**src/rtl/pkb_pkg.sv**
```systemverilog
package pkb_pkg;

  // Code returned when no buffer could be handed out, or when a queue is empty
  localparam logic [7:0] NO_BUF = 8'h80;

  // Host operations, decoded from bits 7:5 of the command byte
  typedef enum logic [2:0] {
    OP_NOP       = 3'd0,
    OP_TX_ALLOC  = 3'd1,
    OP_MMU_RESET = 3'd2,
    OP_RX_POP    = 3'd3,
    OP_RX_FREE   = 3'd4,
    OP_PKT_FREE  = 3'd5,
    OP_TX_QUEUE  = 3'd6,
    OP_TX_FLUSH  = 3'd7
  } mmu_op_e;

endpackage

```
**src/rtl/pkb_queue.sv**
```systemverilog
// Small shift-style queue of buffer numbers. Per cycle, in this order:
// flush wins over everything; otherwise pop, then push.
// A push is dropped when the queue is still full after the pop.
module pkb_queue #(
  parameter int DEPTH = 4,
  parameter int W     = 2,
  localparam int CW   = $clog2(DEPTH + 1)
) (
  input  logic          clk,
  input  logic          rst_n,
  input  logic          flush,
  input  logic          push,
  input  logic [W-1:0]  din,
  input  logic          pop,
  output logic [W-1:0]  head,
  output logic [CW-1:0] count
);

  localparam logic [CW-1:0] FULL_C = CW'(DEPTH);

  logic [W-1:0]  slot_q [DEPTH];
  logic [W-1:0]  slot_d [DEPTH];
  logic [CW-1:0] cnt_q, cnt_d;

  always_comb begin
    slot_d = slot_q;
    cnt_d  = cnt_q;
    if (pop && cnt_q != '0) begin
      for (int i = 0; i < DEPTH - 1; i++) slot_d[i] = slot_q[i+1];
      cnt_d = cnt_q - CW'(1);
    end
    if (push && cnt_d < FULL_C) begin
      for (int i = 0; i < DEPTH; i++) begin
        if (CW'(i) == cnt_d) slot_d[i] = din;
      end
      cnt_d = cnt_d + CW'(1);
    end
  end

  always_ff @(posedge clk or negedge rst_n) begin
    if (!rst_n) begin
      cnt_q <= '0;
      for (int i = 0; i < DEPTH; i++) slot_q[i] <= '0;
    end else if (flush) begin
      cnt_q <= '0;
    end else begin
      cnt_q  <= cnt_d;
      slot_q <= slot_d;
    end
  end

  assign head  = slot_q[0];
  assign count = cnt_q;

endmodule

```
**src/rtl/pkb_tx_seq.sv**
```systemverilog
// Start/complete handshake for one transmission at a time.
module pkb_tx_seq #(
  parameter int W = 2
) (
  input  logic         clk,
  input  logic         rst_n,
  input  logic         tx_enable,
  input  logic         q_nonempty,
  input  logic         flush,
  input  logic         tx_done,
  input  logic [W-1:0] q_head,
  output logic         start,
  output logic         done_ok,
  output logic [W-1:0] cur
);

  logic         busy_q;
  logic [W-1:0] cur_q;

  assign start   = tx_enable && q_nonempty && !busy_q && !flush;
  assign done_ok = tx_done && busy_q && !flush;
  assign cur     = cur_q;

  always_ff @(posedge clk or negedge rst_n) begin
    if (!rst_n) begin
      busy_q <= 1'b0;
      cur_q  <= '0;
    end else if (flush) begin
      busy_q <= 1'b0;
    end else if (start) begin
      busy_q <= 1'b1;
      cur_q  <= q_head;
    end else if (done_ok) begin
      busy_q <= 1'b0;
    end
  end

endmodule

```
**src/rtl/pkb_mmu.sv**
```systemverilog
// Packet buffer allocator with receive, transmit and completion queues.
// Same-cycle order: completion, then host command, then receive request.
module pkb_mmu #(
  parameter int  NUM_BUF = 4,
  localparam int ID_W    = $clog2(NUM_BUF),
  localparam int CNT_W   = $clog2(NUM_BUF + 1)
) (
  input  logic             clk,
  input  logic             rst_n,
  input  logic             cmd_valid,
  input  logic [7:0]       cmd_byte,
  input  logic [ID_W-1:0]  cur_pkt,
  input  logic             auto_release,
  input  logic             rx_enable,
  input  logic             rx_soft_rst,
  input  logic             rx_req,
  input  logic             tx_enable,
  input  logic             tx_done,
  input  logic             done_ack,
  output logic [7:0]       alloc_result,
  output logic             alloc_irq,
  output logic [7:0]       rx_head,
  output logic [7:0]       done_head,
  output logic [CNT_W-1:0] alloc_count,
  output logic [CNT_W-1:0] total_count,
  output logic             rx_ready,
  output logic             rx_accept,
  output logic [ID_W-1:0]  rx_buf,
  output logic             rx_pending,
  output logic             done_pending,
  output logic             tx_start,
  output logic [ID_W-1:0]  tx_pkt,
  output logic             txq_empty
);
  import pkb_pkg::*;

  localparam logic [CNT_W-1:0] FULL_C = CNT_W'(NUM_BUF);

  typedef struct packed {
    logic            ok;
    logic [ID_W-1:0] idx;
  } grab_t;

  typedef struct packed {
    logic [NUM_BUF-1:0] bm;
    logic [7:0]         ares;
    logic               irq;
  } alloc_st_t;

  // ---------------- arithmetic helpers ----------------
  function automatic grab_t first_free(input logic [NUM_BUF-1:0] m);
    grab_t g;
    g = '0;
    for (int i = NUM_BUF - 1; i >= 0; i--) begin
      if (!m[i]) begin
        g.ok  = 1'b1;
        g.idx = ID_W'(i);
      end
    end
    return g;
  endfunction

  function automatic logic [CNT_W-1:0] pop_count(input logic [NUM_BUF-1:0] m);
    logic [CNT_W-1:0] c;
    c = '0;
    for (int i = 0; i < NUM_BUF; i++) c = c + CNT_W'(m[i]);
    return c;
  endfunction

  function automatic logic [7:0] as_byte(input logic [ID_W-1:0] idx);
    return {{(8-ID_W){1'b0}}, idx};
  endfunction

  function automatic alloc_st_t do_alloc(input alloc_st_t s);
    alloc_st_t r;
    grab_t     g;
    r = s;
    g = first_free(s.bm);
    if (g.ok) begin
      r.bm[g.idx] = 1'b1;
      r.ares      = as_byte(g.idx);
      r.irq       = 1'b1;
    end
    return r;
  endfunction

  function automatic alloc_st_t do_release(input alloc_st_t s,
                                           input logic [ID_W-1:0] idx);
    alloc_st_t r;
    r = s;
    r.bm[idx] = 1'b0;
    if (r.ares == NO_BUF) r = do_alloc(r);
    return r;
  endfunction

  // ---------------- state ----------------
  alloc_st_t st_q, st_d;

  // ---------------- command decode (named events) ----------------
  mmu_op_e          op;
  logic             unused_cmd_low;
  logic             mmu_reset_cmd, flush_tx, rx_pop_cmd, tx_queue_cmd;
  logic             done_ok;
  logic [ID_W-1:0]  done_pkt;

  assign op             = mmu_op_e'(cmd_byte[7:5]);
  assign unused_cmd_low = ^cmd_byte[4:0];
  assign mmu_reset_cmd  = cmd_valid && op == OP_MMU_RESET;
  assign flush_tx       = cmd_valid && (op == OP_MMU_RESET || op == OP_TX_FLUSH);
  assign rx_pop_cmd     = cmd_valid && (op == OP_RX_POP || op == OP_RX_FREE);
  assign tx_queue_cmd   = cmd_valid && op == OP_TX_QUEUE;

  // ---------------- queue wiring ----------------
  logic [ID_W-1:0]  rxq_head, txq_head, dq_head;
  logic [CNT_W-1:0] rxq_cnt, txq_cnt, dq_cnt;
  logic [CNT_W-1:0] rxq_cnt_after;
  logic             rx_take;
  logic [ID_W-1:0]  rx_idx;

  assign rxq_cnt_after = rxq_cnt - CNT_W'(rx_pop_cmd && rxq_cnt != '0);

  // ---------------- allocation chain ----------------
  always_comb begin
    grab_t g;
    st_d    = st_q;
    rx_take = 1'b0;
    rx_idx  = '0;
    g       = '0;

    // step 1: transmit completion with automatic release
    if (done_ok && auto_release) st_d = do_release(st_d, done_pkt);

    // step 2: host command
    if (cmd_valid) begin
      unique case (op)
        OP_TX_ALLOC: begin
          st_d.ares = NO_BUF;
          st_d.irq  = 1'b0;
          st_d      = do_alloc(st_d);
        end
        OP_MMU_RESET: begin
          st_d.bm   = '0;
          st_d.ares = '0;
        end
        OP_RX_FREE: if (rxq_cnt != '0) st_d = do_release(st_d, rxq_head);
        OP_PKT_FREE: st_d = do_release(st_d, cur_pkt);
        default: ;
      endcase
    end

    // step 3: receive request
    if (rx_req && rx_enable && !rx_soft_rst && !mmu_reset_cmd &&
        !(&st_d.bm) && rxq_cnt_after < FULL_C) begin
      g               = first_free(st_d.bm);
      rx_take         = 1'b1;
      rx_idx          = g.idx;
      st_d.bm[g.idx]  = 1'b1;
    end
  end

  always_ff @(posedge clk or negedge rst_n) begin
    if (!rst_n) st_q <= '0;
    else        st_q <= st_d;
  end

  // ---------------- queues ----------------
  pkb_queue #(.DEPTH(NUM_BUF), .W(ID_W)) u_rxq (
    .clk(clk), .rst_n(rst_n), .flush(mmu_reset_cmd),
    .push(rx_take), .din(rx_idx), .pop(rx_pop_cmd),
    .head(rxq_head), .count(rxq_cnt)
  );

  pkb_queue #(.DEPTH(NUM_BUF), .W(ID_W)) u_txq (
    .clk(clk), .rst_n(rst_n), .flush(flush_tx),
    .push(tx_queue_cmd), .din(cur_pkt), .pop(tx_start),
    .head(txq_head), .count(txq_cnt)
  );

  pkb_queue #(.DEPTH(NUM_BUF), .W(ID_W)) u_doneq (
    .clk(clk), .rst_n(rst_n), .flush(flush_tx),
    .push(done_ok && !auto_release), .din(done_pkt), .pop(done_ack),
    .head(dq_head), .count(dq_cnt)
  );

  pkb_tx_seq #(.W(ID_W)) u_tx (
    .clk(clk), .rst_n(rst_n), .tx_enable(tx_enable),
    .q_nonempty(txq_cnt != '0), .flush(flush_tx), .tx_done(tx_done),
    .q_head(txq_head), .start(tx_start), .done_ok(done_ok), .cur(done_pkt)
  );

  // ---------------- outputs ----------------
  assign alloc_result = st_q.ares;
  assign alloc_irq    = st_q.irq;
  assign alloc_count  = pop_count(st_q.bm);
  assign total_count  = FULL_C;
  assign rx_pending   = rxq_cnt != '0;
  assign done_pending = dq_cnt != '0;
  assign rx_head      = rx_pending   ? as_byte(rxq_head) : NO_BUF;
  assign done_head    = done_pending ? as_byte(dq_head)  : NO_BUF;
  assign rx_ready     = !rx_enable || rx_soft_rst ||
                        (!(&st_q.bm) && rxq_cnt < FULL_C);
  assign rx_accept    = rx_take;
  assign rx_buf       = rx_idx;
  assign tx_pkt       = txq_head;
  assign txq_empty    = txq_cnt == '0;

endmodule

```
**config.mk**
```make
export PLATFORM = sky130hd
export DESIGN_NAME = pkb_mmu
export DESIGN_NICKNAME = d
export VERILOG_FILES = /design/src/rtl/pkb_pkg.sv /design/src/rtl/pkb_queue.sv /design/src/rtl/pkb_tx_seq.sv /design/src/rtl/pkb_mmu.sv
export SDC_FILE = /design/constraint.sdc
export NUM_CORES = 1
export LEC_CHECK = 0
export BUFFER_PORTS_ARGS = -buffer_cell sky130_fd_sc_hd__buf_2
export CORE_MARGIN = 4
export CORE_UTILIZATION = 63
export DETAILED_ROUTE_END_ITERATION = 8
export GPL_ROUTABILITY_DRIVEN = 1
export GPL_TIMING_DRIVEN = 0
export PLACE_DENSITY = 0.95
export RECOVER_POWER = 100
export SYNTH_ARGS = -nofsm -noshare
export SYNTH_HDL_FRONTEND = slang
export SYNTH_HIERARCHICAL = 1
export SYNTH_SLANG_ARGS = --single-unit
```
**constraint.sdc**
```tcl
create_clock -name clk -period 7.3 [get_ports clk]
set_input_delay 1.46 -clock clk [delete_from_list [all_inputs] [get_ports clk]]
set_output_delay 1.46 -clock clk [all_outputs]
set_load 0.005 [all_outputs]
```
==> results by group, run 1 <==
Outcome
  • Status: finished, violations left
  • Failing checks: max-capacitance violations, max-slew violations

CTS
  • Post_cts resized: 0
  • Hold Buf Count CTS: 0
  • Root buffer cell: clkbuf_8
  • Worst-path clk slew: 0.10 ns
  • Worst skew pair latency: between 0.3 and 0.4 ns
  • CTS tree: yes
  • Deepest clock path buffer count: 2
  • H-tree lvl count: 2
  • Num CTS Buffers: 5
  • Clock Sinks: between 40 and 50
  • Post-CTS Repair Setup Buffers: 0

Route
  • Post-Route WL: 9940 um
  • Via count of the routed design: 3,720
  • Vias per cell: 6.10
  • Routed length per instance: 16.3 um
  • Antenna-violating nets left: 0
  • DRT iter0 DRCs: 281
  • DR pass1 iterations: 5
  • Drc violations: 0

Cells and area
  • Number of diodes: 0
  • Nets@finish: 577
  • Layout area overhead: 7.20%
  • Post-route cell area: about 4600 um^2
  • Layout cells sized above 1: 0.221

Global route
  • Grt ovf: 0
  • First-pass GRT wire length: 16,800 um
  • Antenna violations before repair: 0
  • GRT Util Overall: 0.245
  • Number of global-route vias before repair: 3,601
  • Largest net degree at the start of global routing: 50

STA
  • Final Hold Fails: 0
  • Hold WS: 0.514 ns
  • Max-slew violations: 50
  • Worst Skew: 0.00879 ns
  • Max Clk Rate: between 150 and 200 MHz
  • Slew @ Worst Pin: between 2 and 3 ns
  • Setup violators final: 0
  • Final period util: 0.887
  • Final min period: 6.47 ns
  • Setup TNS: 0 ns
  • Relative slew slack: -0.769
  • RSZ-0062 raised after global routing: no

Synth
  • FF+latch count, synth: 49
  • Cells after Synth: 472
  • Yosys warns: 6
  • Mux share of post-synthesis cell area: 0.0282
  • Number of enable flip-flop cells after synthesis: 0
  • Synthesized area per cell: 9.02 um^2
  • Yosys top cell by area: dfrtp_1
  • Synth top area share: 0.288
  • Synth Area in Simple Gates: 0.272
  • FFs w/ async S/R, synth: 1.00
  • Main synth FF type: dfrtp_1
  • Main combinational cell family by area after synthesis: simple AND/OR/NAND/NOR gates
  • Sequential element share of the synthesized area: 0.288
  • Top-count cell post-synth: dfrtp_1
  • Top cells by area, synth: dfrtp_1 29%, ha_1 7.1%, buf_4 5.1%, nand2_1 3.5%, o211ai_2 3.5%
  • Post-synthesis xor/xnor area fraction: 0.0221
  • Synth top cells by count: 49 x dfrtp_1, 40 x nand2_1, 29 x buf_4, 29 x inv_1, 27 x nand3_1
  • Netlist cell types: 69
  • Synth Area in Adders: 0.0753
  • Synth Area in Compound Gates: 0.212
  • Post-Syn Area: around 4300 um^2

Min path
  • Class of the worst hold path: register to register

Critical path
  • Kind of end point of the critical path: output pin
  • Largest fanout on the critical path: 10
  • WP data required: just under 6 ns
  • CP Data Arrival Time: between 5 and 6 ns
  • Type of origin of the critical path: input pin
  • Worst Setup Path Type: input pin to output pin
  • R2R Setup Slk: 2.99 ns

Power and ir drop
  • Final Power: 1.29 mW
  • Peak supply drop: 0.192 mV
  • Leak pwr: 2.17 nW
  • Pwr/cell area: 283 nW/um^2

Floorplanning
  • I/O pin count: 61
  • Initial core utilization: 0.659
  • Die Ht: 90.2 um
  • Die width: 90.2 um
  • Area of the core: 6460 um^2
  • Row cnt: 29
  • Die ar.: 8130 um^2

Place
  • Placed Instance Area: 4600 um^2
  • IO buf count: 42
  • Post-DP HPWL: 7610 um
  • Routability Congestion: 0.908

Flow run
  • Max cap viols: 1
## stage by stage
step                setup WS (ns)   util  instances
CTS                          1.02  0.733        610
global route                0.414  0.706        610
floorplan                    1.94      -        483
detailed placement           1.00  0.713        602
finish                      0.828  0.706        610
global placement             1.04  0.713        602
## power breakdown
| part | switching [mW] | leakage (nW) | internal, mW |
|---|---|---|---|
| Sequential | 0.0646 | 0.654 | 0.344 |
| Combinational | 0.354 | 1.45 | 0.296 |
| Clock | 0.0976 | 0.0681 | 0.136 |
| Total | 0.516 | 2.17 | 0.776 |
## per-layer routing
| metal | wire [um] | GRT usage | vias up |
|---|---|---|---|
| met2 | 4900 | 0.412 | 147 |
| met4 | 180 | 0.0880 | 0 |
| met1 | 4240 | 0.320 | 1773 |
| met3 | 617 | 0.0376 | 21 |
| li1 | - | - | 1779 |
| met5 | 0 | 0 | - |
## cells in the final DEF (no fill, tap or decap), types with 10 or more instances in the layout
| cell | count |
|---|---|
| and2_0 | 10 |
| a21oi_1 | 25 |
| buf_4 | 19 |
| clkbuf_1 | 20 |
| buf_2 | 33 |
| clkbuf_4 | 10 |
| nand3_1 | 27 |
| nand2_1 | 41 |
| ha_1 | 24 |
| a22oi_1 | 19 |
| nor2b_1 | 10 |
| dfrtp_1 | 49 |
| o211ai_1 | 11 |
| inv_1 | 29 |
| nor2_1 | 22 |
| conb_1 | 13 |
| o21ai_0 | 18 |
## path summary, 6_finish.rpt
path,startpoint,endpoint,cells after the start
worst max-delay path,cmd_byte[5],rx_buf[0],13
max in group asynchronous,rst_n,u_txq/slot_q[2],1
worst max register to register,u_tx/busy_q,u_rxq/slot_q[5],13
min in group asynchronous,rst_n,u_doneq/head[0],1
worst min-delay path,u_txq/slot_q[0],u_txq/slot_q[0],1
worst min register to register,u_txq/slot_q[0],u_txq/slot_q[0],1
## cell families (layout without fill, tap and decap cells)
| group | count (synthesis) | count (layout) |
|---|---|---|
| AOI/OAI and AO/OA | 120 | 120 |
| DFF | 49 | 49 |
| xor gates and xnor gates | 6 | 6 |
| other | 2 | 13 |
| muxes | 8 | 8 |
| buffers and inverters | 73 | 123 |
| and+or+nand+nor | 189 | 189 |
| adders and majority gates | 25 | 25 |
## critical path, cell delays in order
cell and delay, ns:
clkbuf_1 0.11, clkbuf_1 0.32, or2_2 0.21, a21oi_1 0.22, nor2_1 0.32, nand2_1 0.21, o31ai_1 0.57, nand2_2 0.19
o21ai_0 0.23, a21oi_1 0.11, o32ai_1 0.64, o21ba_1 0.29, clkbuf_1 0.13
## state kept, by name, summed over array words and instances, names as in the netlist, 3 cells and up
signal	cells
alloc_result	8
u_doneq/slot_q	6
u_rxq/slot_q	6
u_txq/slot_q	6
st_q	4
u_doneq/count	3
u_rxq/count	3
u_txq/count	3
## cell type report
type / count / area (um^2)
Fill cell: 553 / 1900
Timing Repair Buffer: 42 / 200
Inverter: 29 / 109
Multi-Input combinational cell: 361 / 2520
Clock buffer: 5 / 68.8
Clock inverter: 3 / 65.1
Tap cell: 77 / 96.3
Sequential cell: 49 / 1230
Buffer: 44 / 274
(Power assumes the default switching activity.)
==> inputs of run 2 (changes only) <==
--- a/config.mk
+++ b/config.mk
@@ -7,11 +7,12 @@
 export LEC_CHECK = 0
 export BUFFER_PORTS_ARGS = -buffer_cell sky130_fd_sc_hd__buf_2
 export CORE_MARGIN = 4
-export CORE_UTILIZATION = 63
+export CORE_UTILIZATION = 50
 export DETAILED_ROUTE_END_ITERATION = 8
 export GPL_ROUTABILITY_DRIVEN = 1
 export GPL_TIMING_DRIVEN = 0
-export PLACE_DENSITY = 0.95
+export HOLD_SLACK_MARGIN = 0.12
+export PLACE_DENSITY = 0.8
 export RECOVER_POWER = 100
 export SYNTH_ARGS = -nofsm -noshare
 export SYNTH_HDL_FRONTEND = slang
==> results by group, run 2 (synthesis results as in run 1) <==
Power and ir drop
  • Part of the power in registers: 0.333
  • Leak pwr: 2.13 nW
  • Pwr/cell area: about 270 nW/um^2
  • Comb power frac: 0.514
  • Peak supply drop: 0.157 mV
  • Switching pwr: 0.505 mW
  • Internal: 0.722 mW
  • Clock power frac: 0.153
  • Sw frac: 0.411

STA
  • Final min period: 6.40 ns
  • Slew @ Worst Pin: 2.68 ns
  • Setup violators final: 0
  • Max-slew violations: 50
  • Worst Skew: 0.00650 ns
  • Worst setup margin: 0.904 ns
  • RSZ-0062 raised after global routing: no
  • Final period util: 0.876
  • Setup TNS: 0 ns
  • Relative slew slack: -0.787
  • Max Clk Rate: 156 MHz
  • Final Hold Fails: 0

Critical path
  • Worst-case reg-to-reg path depth: 13
  • Kind of end point of the critical path: output pin
  • Worst Setup Path Type: input pin to output pin
  • R2R Setup Slk: 3.15 ns
  • Critical-path top delay cell: o32ai_1
  • WP data required: approximately 5.8 ns
  • Crit-path leading delay family: compound AO/OA/AOI/OAI gates
  • Crit path cell chain: clkbuf_1, clkbuf_1, or2_2, a21oi_1, nor2_1, nand2_1, or4_4, nand2_1, o21ai_0, a21oi_1, o32ai_1, o21ba_1, buf_2
  • Type of origin of the critical path: input pin
  • CP Data Arrival Time: ~5 ns
  • Largest fanout on the critical path: 10
  • Reg-to-Reg End: u_rxq/slot_q[4]
  • CP Buf/Inv Count: 3
  • CP max stage delay: about 0.67 ns
  • Worst R2R Start: u_tx/busy_q

Global route
  • Grt ovf: 0
  • Antenna violations before repair: 0
  • First-pass GRT wire length: 16,400 um
  • Largest net degree at the start of global routing: 50
  • GRT Util Overall: 0.196
  • Number of global-route vias before repair: 3,464

CTS
  • Post-CTS Repair Setup Buffers: 0
  • Clock Sinks: 49
  • H-tree lvl count: 2
  • Hold Buf Count CTS: 0
  • Deepest clock path buffer count: 2
  • Num CTS Buffers: 5
  • Worst skew pair latency: 0.31 ns
  • CTS tree: yes
  • Worst-path clk slew: 0.10 ns
  • Post_cts resized: 0
  • Root buffer cell: clkbuf_8

Cells and area
  • Max FFs per register: 8
  • Utilization after layout: 0.552
  • Number of diodes: 0
  • Commonest non-fill, non-tap cell in the layout: dfrtp_1
  • Layout cells sized above 1: 0.212
  • Layout area overhead: 7.03%
  • Most frequent cells in the layout: 49 x dfrtp_1, 42 x nand2_1, 30 x buf_2
  • Nets@finish: 577

Floorplanning
  • Die ar.: between 10,000 and 15,000 um^2
  • Die Ht: 100 um
  • I/O pin count: between 60 and 70
  • Area of the core: slightly above 8000 um^2
  • Die width: 100 um
  • Initial core utilization: 0.515
  • Row cnt: 33

Min path
  • Worst Hold Depth: 1
  • Hold Path Sink: u_doneq/slot_q[0]
  • Min-delay src: u_doneq/slot_q[0]
  • Class of the worst hold path: register to register

Route
  • Post-Route WL: a little under 10,000 um
  • Routed length per instance: 15.2 um
  • Via count of the routed design: 3,700
  • Vias per cell: 5.80
  • Antenna-violating nets left: 0
  • DRT iter0 DRCs: 200
  • Drc violations: 0
  • DR pass1 iterations: 5

Place
  • Post-DP HPWL: 7390 um
  • Routability Congestion: 0.944
  • Post-place setup slack: 0.947 ns
  • IO buf count: 42

Flow run
  • Max cap viols: 1

Outcome
  • Status: finished, violations left
  • Failing checks: max-capacitance violations, max-slew violations
==> run 2: cell types whose count changed in the layout (fill, tap and decap cells not counted), sizes merged <==
cell | previous run | this run
clkbuf | 36 | 41
inv | 29 | 30
clkinv | 1 | 0
buf | 55 | 52
bufinv | 2 | 0
==> run 2: worst max-delay path by stage <==
stage,from,slack (ns),cells after the start,to
after floorplan,cmd_byte[5],1.94,11,rx_accept
after global placement,cmd_byte[5],1.02,13,rx_accept
after detailed placement,cmd_byte[5],0.95,13,rx_accept
after CTS,cmd_byte[5],0.96,13,rx_buf[0]
after global routing,cmd_byte[5],0.55,13,rx_buf[0]
final,cmd_byte[5],0.90,13,rx_buf[0]
==> run 2: cell type report <==
class                      instances  area [um^2]
buffer                            44          274
clock buffer                       7         96.3
clock inverter                     1         8.76
fill                             791         3700
inverter                          29          109
multi-input combinational        361         2510
sequential                        49         1230
tap                              105          131
timing repair buffer              42          195
==> run 2: metal layers <==
| metal | up-vias | global-route usage | part of all wire |
|---|---|---|---|
| met2 | 141 | 0.336 | 0.49 |
| met1 | 1751 | 0.257 | 0.44 |
| met5 | - | 0 | 0 |
| met4 | 0 | 0.0591 | 0.021 |
| li1 | 1786 | - | - |
| met3 | 22 | 0.0264 | 0.053 |
==> run 2: stage by stage <==
stage / total power [mW] / area, um^2 / hold WS [ns] / instances
6_report: 1.23 / 4550 / 0.501 / 638
5_1_grt: 1.33 / 4550 / 0.535 / 638
4_1_cts: 1.28 / 4740 / 0.522 / 638
3_5_place_dp: 1.09 / 4640 / 0.500 / 630
3_3_place_gp: 1.06 / 4640 / 0.502 / 630
2_1_floorplan: 0.923 / 4300 / 0.483 / 483
==> run 2: worst register-to-register path, delay by kind of cell, from the launching register on <==
family / cells / cell delay (ns)
flops: 1 / 0.39
simple gates: 6 / 1.50
buf+inv: 1 / 0.37
compound gates: 6 / 1.76
==> run 2: power by group through the flow <==
stage | logic, mW | registers [mW] | clock network, mW
final | 0.631 | 0.408 | 0.187
after global routing | 0.711 | 0.419 | 0.203
after CTS | 0.682 | 0.408 | 0.190
after detailed placement | 0.677 | 0.413 | 0
after global placement | 0.648 | 0.409 | 0
after floorplan | 0.530 | 0.393 | 0
==> inputs of run 3 (changes only) <==
--- a/config.mk
+++ b/config.mk
@@ -12,9 +12,11 @@
 export GPL_ROUTABILITY_DRIVEN = 1
 export GPL_TIMING_DRIVEN = 0
 export HOLD_SLACK_MARGIN = 0.12
+export MAX_ROUTING_LAYER = met4
 export PLACE_DENSITY = 0.8
 export RECOVER_POWER = 100
 export SYNTH_ARGS = -nofsm -noshare
 export SYNTH_HDL_FRONTEND = slang
 export SYNTH_HIERARCHICAL = 1
 export SYNTH_SLANG_ARGS = --single-unit
+export TNS_END_PERCENT = 20
==> results by group, run 3 (synthesis results as in run 1) <==
Route
  • Vias per cell: about 5.7
  • DR pass1 iterations: 5
  • DRT iter0 DRCs: 201
  • Antenna-violating nets left: 0
  • Routed length per instance: 15.7 um
  • Post-Route WL: 9990 um
  • Drc violations: 0
  • Via count of the routed design: 3,625

Cells and area
  • Utilization after layout: 0.553
  • Most frequent cells in the layout: 49 x dfrtp_1, 41 x nand2_1, 30 x buf_2
  • Register area: 1230 um^2
  • Commonest non-fill, non-tap cell in the layout: dfrtp_1
  • Nets@finish: 577
  • Fill count: ~800
  • Layout cells sized above 1: 0.212
  • Multi-input gate area: 2510 um^2
  • Number of diodes: 0
  • Max FFs per register: 8
  • Layout area overhead: 7.23%

STA
  • Final min period: 6.63 ns
  • Max Clk Rate: 151 MHz
  • Final Hold Fails: 0
  • Worst setup margin: 0.668 ns
  • Relative slew slack: -0.797
  • Worst Skew: 0.00819 ns
  • RSZ-0062 raised after global routing: no
  • Hold WS: 0.513 ns
  • Setup TNS: 0 ns
  • Slew @ Worst Pin: around 2.7 ns
  • Setup violators final: 0
  • Max-slew violations: 50
  • Final period util: 0.909

Power and ir drop
  • Part of the power in registers: 0.331
  • Comb power frac: 0.509
  • Internal: 0.738 mW
  • Peak supply drop: 0.119 mV
  • Switching pwr: 0.499 mW
  • Leak pwr: 2.14 nW
  • Sw frac: 0.403
  • Clock power frac: 0.160
  • Pwr/cell area: 271 nW/um^2

CTS
  • Root buffer cell: clkbuf_8
  • Post_cts resized: 0
  • Worst skew pair latency: 0.30 ns
  • H-tree lvl count: 2
  • Clock Sinks: 49
  • Deepest clock path buffer count: 2
  • CTS tree: yes
  • Num CTS Buffers: 5
  • Worst-path clk slew: 0.09 ns
  • Post-CTS Repair Setup Buffers: 0
  • Hold Buf Count CTS: 0

Floorplanning
  • Initial core utilization: 0.515
  • I/O pin count: between 60 and 70
  • Row cnt: 33
  • Die ar.: roughly 10,000 um^2
  • Die Ht: 100 um
  • Area of the core: 8260 um^2
  • Die width: around 100 um

Global route
  • Largest net degree at the start of global routing: 50
  • Antenna violations before repair: 0
  • First-pass GRT wire length: 17,000 um
  • Grt ovf: 0
  • GRT Util Overall: 0.211
  • Number of global-route vias before repair: 3,542

Critical path
  • Type of origin of the critical path: input pin
  • Crit path cell chain: clkbuf_1, clkbuf_1, or2_2, a21oi_1, nor2_1, nand2_1, o31ai_1, nand2_2, o21ai_0, a21oi_1, o32ai_1, o31a_1, buf_2
  • Worst Setup Path Type: input pin to output pin
  • CP Data Arrival Time: 5.17 ns
  • Largest fanout on the critical path: 10
  • Critical-path top delay cell: o31ai_1
  • WP data required: 5.84 ns
  • Crit-path leading delay family: compound AO/OA/AOI/OAI gates
  • CP Buf/Inv Count: 3
  • Kind of end point of the critical path: output pin
  • CP max stage delay: 0.71 ns

Outcome
  • Status: finished, violations left
  • Failing checks: max-capacitance violations, max-slew violations

Flow run
  • Max cap viols: 1

Min path
  • Class of the worst hold path: register to register

Place
  • IO buf count: 42
  • Post-DP HPWL: 7840 um
  • Routability Congestion: 0.907
  • Post-place setup slack: approximately 0.88 ns
[run 3: per-stage QoR]
step | std cells | area [um^2] | power (mW)
floorplan | 483 | 4300 | 0.923
global placement | 630 | 4640 | 1.06
detailed placement | 630 | 4640 | 1.09
CTS | 638 | 4750 | 1.30
global route | 638 | 4560 | 1.35
finish | 638 | 4560 | 1.24
[run 3: routing by layer]
layer / track usage / routed length [um]
met5: - / 0
met4: 0.0466 / 105
met3: 0.0250 / 422
met2: 0.345 / 5000
met1: 0.282 / 4470
[run 3: final timing paths]
kind                                 start               to  slack, ns  cells after the start
hold / removal             u_txq/slot_q[1]  u_txq/slot_q[1]       0.51                      1
min in group asynchronous            rst_n         st_q[12]       2.01                      1
setup reg to reg               u_tx/busy_q    u_rxq/head[1]       2.82                     13
max in group asynchronous            rst_n    u_txq/head[0]       3.78                      1
setup / recovery               cmd_byte[5]        rx_accept       0.67                     13
hold reg to reg            u_txq/slot_q[1]  u_txq/slot_q[1]       0.51                      1
[run 3: layout make-up]
cell class                      count  area share
Tap cell                          105      0.0288
Sequential cell                    49       0.269
Clock buffer                        6      0.0159
Buffer                             44      0.0600
Clock inverter                      2     0.00850
Timing Repair Buffer               42      0.0430
Multi-Input combinational cell    361       0.551
Inverter                           29      0.0239
[run 3: power groups by stage]
stage / sequential (mW) / clock [mW] / combinational, mW
3_5_place_dp: 0.415 / 0 / 0.678
4_1_cts: 0.411 / 0.203 / 0.681
6_report: 0.410 / 0.197 / 0.629
2_1_floorplan: 0.393 / 0 / 0.530
3_3_place_gp: 0.411 / 0 / 0.652
5_1_grt: 0.421 / 0.216 / 0.712
